`src/rtl/iodec_pkg.sv`:
```
// Package iodec_pkg
// Shared constants and helpers for the I/O window decoder.
// Assumes a 16-bit I/O space and 2-bit device class codes.
package iodec_pkg;

    localparam int ADDR_W = 16;

    // Device class codes, which set how far up the base may be placed
    localparam logic [1:0] CLS_FREE   = 2'd0;  // whole 16-bit space
    localparam logic [1:0] CLS_LOW2K  = 2'd1;  // bits 15..11 forced to zero
    localparam logic [1:0] CLS_LOW1K  = 2'd2;  // bits 15..10 forced to zero

    // Mask of the base bits that software may set, for a window of 2**w bytes
    function automatic logic [ADDR_W-1:0] keep_mask(input int unsigned w,
                                                    input logic [1:0] cls);
        logic [ADDR_W-1:0] hi;
        hi = (cls == CLS_LOW2K) ? 16'h07FF :
             (cls == CLS_LOW1K) ? 16'h03FF : 16'hFFFF;
        return hi & ({ADDR_W{1'b1}} << w);
    endfunction

endpackage

```
`src/rtl/iodec_base_mask.sv`:
```
// Module iodec_base_mask
// Turns one device's raw base value into its effective base. The low
// window bits are cleared and the high bits are clamped by device class.
// Assumes WIN_LOG2 is in 1..5. The logic is purely combinational.
module iodec_base_mask #(
    parameter int unsigned WIN_LOG2 = 3,
    parameter logic [1:0]  CLS      = 2'd0
) (
    input  logic [15:0] raw,
    output logic [15:0] eff
);
    import iodec_pkg::*;

    localparam logic [ADDR_W-1:0] KEEP = keep_mask(WIN_LOG2, CLS);

    // Apply the per-device keep mask to the raw value
    always_comb begin
        eff = raw & KEEP;
    end
endmodule

```
`src/rtl/iodec_match.sv`:
```
// Module iodec_match
// Compares the address with one effective base, above the window bits.
// Assumes the base is already aligned. The enable gates the result.
module iodec_match #(
    parameter int unsigned WIN_LOG2 = 3
) (
    input  logic [15:0] addr,
    input  logic [15:0] base,
    input  logic        en,
    output logic        match
);
    localparam logic [15:0] UPPER = 16'hFFFF << WIN_LOG2;

    // Report a match only when enabled and all bits above the window agree
    always_comb begin
        match = en && (((addr ^ base) & UPPER) == 16'h0000);
    end
endmodule

```
`src/rtl/iodec_arbiter.sv`:
```
// Module iodec_arbiter
// Picks the lowest-numbered matching device. It registers a one-hot
// hit and the offset masked to that device's window. Assumes a
// synchronous active-low reset. Hit and offset are zero when nothing matches.
module iodec_arbiter #(
    parameter int unsigned         NDEV     = 7,
    parameter int unsigned         OFF_W    = 5,
    parameter logic [NDEV*3-1:0]   WIN_LOG2 = '0
) (
    input  logic             clk,
    input  logic             rst_n,
    input  logic [15:0]      addr,
    input  logic [NDEV-1:0]  match,
    output logic [NDEV-1:0]  hit,
    output logic [OFF_W-1:0] off
);
    logic [NDEV-1:0]  hit_nxt;
    logic [OFF_W-1:0] off_nxt;
    logic             found;
    logic [15:0]      lowm;

    // Priority scan from device 0 upward, which selects the window offset
    always_comb begin
        hit_nxt = '0;
        off_nxt = '0;
        found   = 1'b0;
        lowm    = '0;
        for (int i = 0; i < NDEV; i++) begin
            if (!found && match[i]) begin
                found      = 1'b1;
                hit_nxt[i] = 1'b1;
                lowm       = ~(16'hFFFF << WIN_LOG2[3*i +: 3]);
                off_nxt    = OFF_W'(addr & lowm);
            end
        end
    end

    // Output register with synchronous clear
    always_ff @(posedge clk) begin
        if (!rst_n) begin
            hit <= '0;
            off <= '0;
        end else begin
            hit <= hit_nxt;
            off <= off_nxt;
        end
    end

    a_r8_onehot: assert property (@(posedge clk) disable iff (!rst_n)
        $onehot0(hit));

    a_r9_miss_zero: assert property (@(posedge clk) disable iff (!rst_n)
        (hit == '0) |-> (off == '0));

    a_r10_reset_clear: assert property (@(posedge clk) disable iff (!rst_n)
        $past(!rst_n) |-> (hit == '0 && off == '0));
endmodule

```
`src/rtl/iodec_top.sv`:
```
// Module iodec_top
// Decodes a 16-bit I/O address against NDEV device windows. Windows
// are 2..32 bytes and sized by parameter. The module outputs the
// aligned and clamped bases, a one-cycle-late one-hot hit and the
// register offset. Assumes a synchronous active-low reset.
module iodec_top #(
    parameter int unsigned       NDEV     = 7,
    parameter int unsigned       MAX_LOG2 = 5,
    parameter logic [NDEV*3-1:0] WIN_LOG2 = {3'd5, 3'd4, 3'd1, 3'd3, 3'd3, 3'd3, 3'd3},
    parameter logic [NDEV*2-1:0] DEV_CLS  = {2'd0, 2'd0, 2'd0, 2'd2, 2'd1, 2'd1, 2'd1}
) (
    input  logic                 clk,
    input  logic                 rst_n,
    input  logic [15:0]          io_addr,
    input  logic [NDEV-1:0]      dev_en,
    input  logic [NDEV*16-1:0]   base_raw,
    output logic [NDEV*16-1:0]   base_eff,
    output logic [NDEV-1:0]      dev_hit,
    output logic [MAX_LOG2-1:0]  reg_off
);
    localparam int unsigned OFF_W = MAX_LOG2;

    logic [NDEV-1:0] match;

    for (genvar i = 0; i < NDEV; i++) begin : g_dev
        localparam int unsigned W   = int'(WIN_LOG2[3*i +: 3]);
        localparam logic [1:0]  CLS = DEV_CLS[2*i +: 2];
        localparam logic [15:0] LOWM = ~(16'hFFFF << W);

        iodec_base_mask #(.WIN_LOG2(W), .CLS(CLS)) u_mask (
            .raw (base_raw[16*i +: 16]),
            .eff (base_eff[16*i +: 16])
        );

        iodec_match #(.WIN_LOG2(W)) u_match (
            .addr  (io_addr),
            .base  (base_eff[16*i +: 16]),
            .en    (dev_en[i]),
            .match (match[i])
        );

        a_r7_disabled_quiet: assert property (@(posedge clk) disable iff (!rst_n)
            !$past(dev_en[i]) |-> !dev_hit[i]);

        a_r2_full_compare: assert property (@(posedge clk) disable iff (!rst_n)
            dev_hit[i] |-> ((($past(io_addr) ^ $past(base_eff[16*i +: 16])) & ~LOWM) == 16'h0));

        a_r1_offset: assert property (@(posedge clk) disable iff (!rst_n)
            dev_hit[i] |-> (16'(reg_off) == ($past(io_addr) & LOWM)));
    end

    iodec_arbiter #(.NDEV(NDEV), .OFF_W(OFF_W), .WIN_LOG2(WIN_LOG2)) u_arb (
        .clk   (clk),
        .rst_n (rst_n),
        .addr  (io_addr),
        .match (match),
        .hit   (dev_hit),
        .off   (reg_off)
    );
endmodule

```
`config.mk`:
```
export PLATFORM = sky130hd
export DESIGN_NAME = iodec_top
export DESIGN_NICKNAME = d
export VERILOG_FILES = /design/src/rtl/iodec_pkg.sv /design/src/rtl/iodec_base_mask.sv /design/src/rtl/iodec_match.sv /design/src/rtl/iodec_arbiter.sv /design/src/rtl/iodec_top.sv
export SDC_FILE = /design/constraint.sdc
export NUM_CORES = 1
export LEC_CHECK = 0
export ABC_AREA = 1
export CAP_MARGIN = 20
export CORE_MARGIN = 2
export CORE_UTILIZATION = 25
export DETAILED_ROUTE_END_ITERATION = 6
export PLACE_DENSITY = 0.75
export SYNTH_ARGS = -nofsm -noshare
export SYNTH_HDL_FRONTEND = slang
export SYNTH_SLANG_ARGS = --single-unit
```
`constraint.sdc`:
```
create_clock -name clk -period 1.3 [get_ports clk]
set_clock_uncertainty 0.05 [all_clocks]
set_input_delay 0.13 -clock clk [delete_from_list [all_inputs] [get_ports clk]]
set_output_delay 0.13 -clock clk [all_outputs]
set_load 0.02 [all_outputs]
```
==> flow_summary.toml <==
[cts]
numCtsBuffers = 3
cts_sinks = 12
cts_hold_buf = 0
cts_root_buffer = "clkbuf_8"
clk_pin_slew_worst_paths_ps = 50
cts_buffer_depth = 2
cts_tree = "done"
cts_max_level = 1

[route]
finalWirelength_microns = 8965
first_iter_violations = 80
drt-pass1-iter-count = 5
ant_nets = 0
wl_per_cell_microns = 12.77
drc_errors = 0
viasPerCell = 4.006
num_vias = 2812

[logic_synthesis]
synthArstFlopShare_pct = 0
yosys_warnings = 0
ys_seq_area_share_pct = 9.861
avgSynthCellArea_sq_um = 5.913
synth-seq-cells = 12
synthTopCellsByArea = "buf_4 35%, nand2_1 18%, dfxtp_1 9.9%"
synth_top_area_share_pct = 35.13
synth_edf_count = 0
ys_types = 36
netlist_top_cells_count = "116 x nand2_1, 114 x buf_4, 41 x inv_1"
postSynthCellCount = 412
yosysTopAreaCell = "buf_4"
synth.most_common_cell = "nand2_1"
synth_ff_type = "dfxtp_1"
syn-cell-area_sq_mm = 0.002436

[pwr]
switching_share_pct = 41.24
ir_worst_vdd_v = 0.0002270
clkPwrFrac_pct = 16.5
p_total_mw = 1.957
share_comb_of_total_power_pct = 64.7
leakage_nw = 2.224
internal-power_mw = 1.150
p_seq_share_pct = 18.9
powerDensity_mw_per_mm2 = 470.3
p_switching_uw = 806.9

[global_routing]
grt_max_degree = 11
grt_overflow = 0
grt_pass1_vias = 2761
grt_use_total_pct = 15.28
grt_pass1_wl_microns = 12610
antenna_found_initial = 1

[place]
dp_slack_ps = -597.2
port_buffers = 174
gp_congestion = 0.8593
hpwl_microns = 7644
dpl-instance-area_sq_mm = 0.003943
numPlacedInstances = 683

[final_layout]
design_area_sq_mm = 0.004160
layout-drive-gt1-share_pct = 26.23
nFillCells = 1024
finalNonFillerCells = 702
area_growth_pct = 70.78
multi_input_area_sq_mm = 0.001426
finalNetCount = 707
seqCellArea_sq_um = 240.2

[worst_setup_path]
cp.required_ps = 1410
arrival_ps = 1390
start_kind = "input port"
cp_max_fo = 5
end_kind = "flop"
worst-setup-path-type = "in2reg"

[hold_path]
holdPathStages = 4
hold_path.class = "in2reg"

[timing]
fin_crit_ps = 1279
hold_viol_final = 0
rsz0062_at_grt = "yes"
timing.fmax_ghz = 0.7818
setup-tns-final_ps = 0
setup_violations = 0
slew_violations = 0
fin_crit_sh_pct = 98.40
post-route-worst-setup-slack_ps = 20.82

[flow_run]
max-cap-violations = 0

[floorplan]
die_w_microns = 102.7
initial_core_util_pct = 25.39
die_height_microns = 102.7
ios = 261
row_count = 36
die_area_sq_mm = 0.01055
core_area_sq_mm = 0.009594

[status]
status = "completed"
[per-layer routing]
metal / wire (microns) / track usage, % / vias up
met3: 771 / 1.695 / 18
met2: 4667 / 28.56 / 150
li1: - / - / 1417
met4: 170 / 4.923 / 0
met1: 3356 / 18.10 / 1227
met5: 0 / 0 / -
[power groups by stage]
stage	registers, mW	logic (mW)	clock network, mW
after floorplan	0.376	0.796	0
after global placement	0.376	1.25	0
after detailed placement	0.376	1.26	0
after CTS	0.369	1.22	0.328
after global routing	0.368	1.36	0.348
final	0.369	1.27	0.322
[stage by stage]
| step | hold WS (ps) | utilization, % |
|---|---|---|
| after floorplan | 196.1 | - |
| after global placement | 656.5 | 41.09 |
| after detailed placement | 639.0 | 41.09 |
| after CTS | 256.6 | 41.76 |
| after global routing | 227.7 | 43.34 |
| final | 208.9 | 43.36 |
[flip-flops by register name (all words and copies together), names as in the netlist]
name,flops
u_arb.off,5
u_arb.hit,7
[what timing repair did]
action                                  in CTS  in global routing
gates resized for setup                    148                113
endpoints found under the setup margin      93                 14
pin swaps                                   37                 51
setup buffers                                5                 10
[final cells by class]
| cell class | instances | area share, % |
|---|---|---|
| clock buffer | 3 | 0.9925 |
| timing repair buffer | 228 | 49.02 |
| multi-input combinational | 272 | 34.29 |
| sequential | 12 | 5.774 |
| tap | 133 | 4.000 |
| antenna | 1 | 0.06015 |
| inverter | 53 | 5.865 |
[final timing paths]
path | startpoint | end
max | io_addr[10] | u_arb.hit[2]
min | io_addr[3] | u_arb.off[3]
[logic make-up after synthesis]
logic type | share of synthesized area [%]
other | 0.1539
buffers and inverters | 44.27
AOI/OAI and AO/OA | 6.882
and+or+nand+nor | 32.00
DFF | 9.861
xor gates and xnor gates | 6.831
[critical path, stage by stage]
cell	delay [ps]
buf_2	140
buf_6	140
or2_1	230
a21oi_2	120
nand2_1	100
buf_4	140
buf_4	120
buf_4	120
nor3b_2	160
[cell usage in the layout (no fill, tap or decap), types with 3 or more instances in the layout]
master           instances
clkbuf_8                 3
inv_2                    8
inv_4                    4
nor3_2                   3
nor2_2                  11
conb_1                  43
dlymetal6s2s_1           9
inv_1                   36
nand3_2                  4
clkdlybuf4s50_1         66
xnor2_2                  5
a21oi_2                  3
o21ai_1                 10
dfxtp_1                 12
clkdlybuf4s15_1         13
nand2_2                 10
buf_4                   45
nand3_1                  5
nor2_1                  21
dlygate4sd2_1           58
clkbuf_2                21
xnor2_1                 11
nand4_1                  6
nand2_1                108
buf_6                   12
nor2_4                   3
o21ai_0                  7
xor2_1                   3
Note: power is estimated with default switching activity, not from simulation.
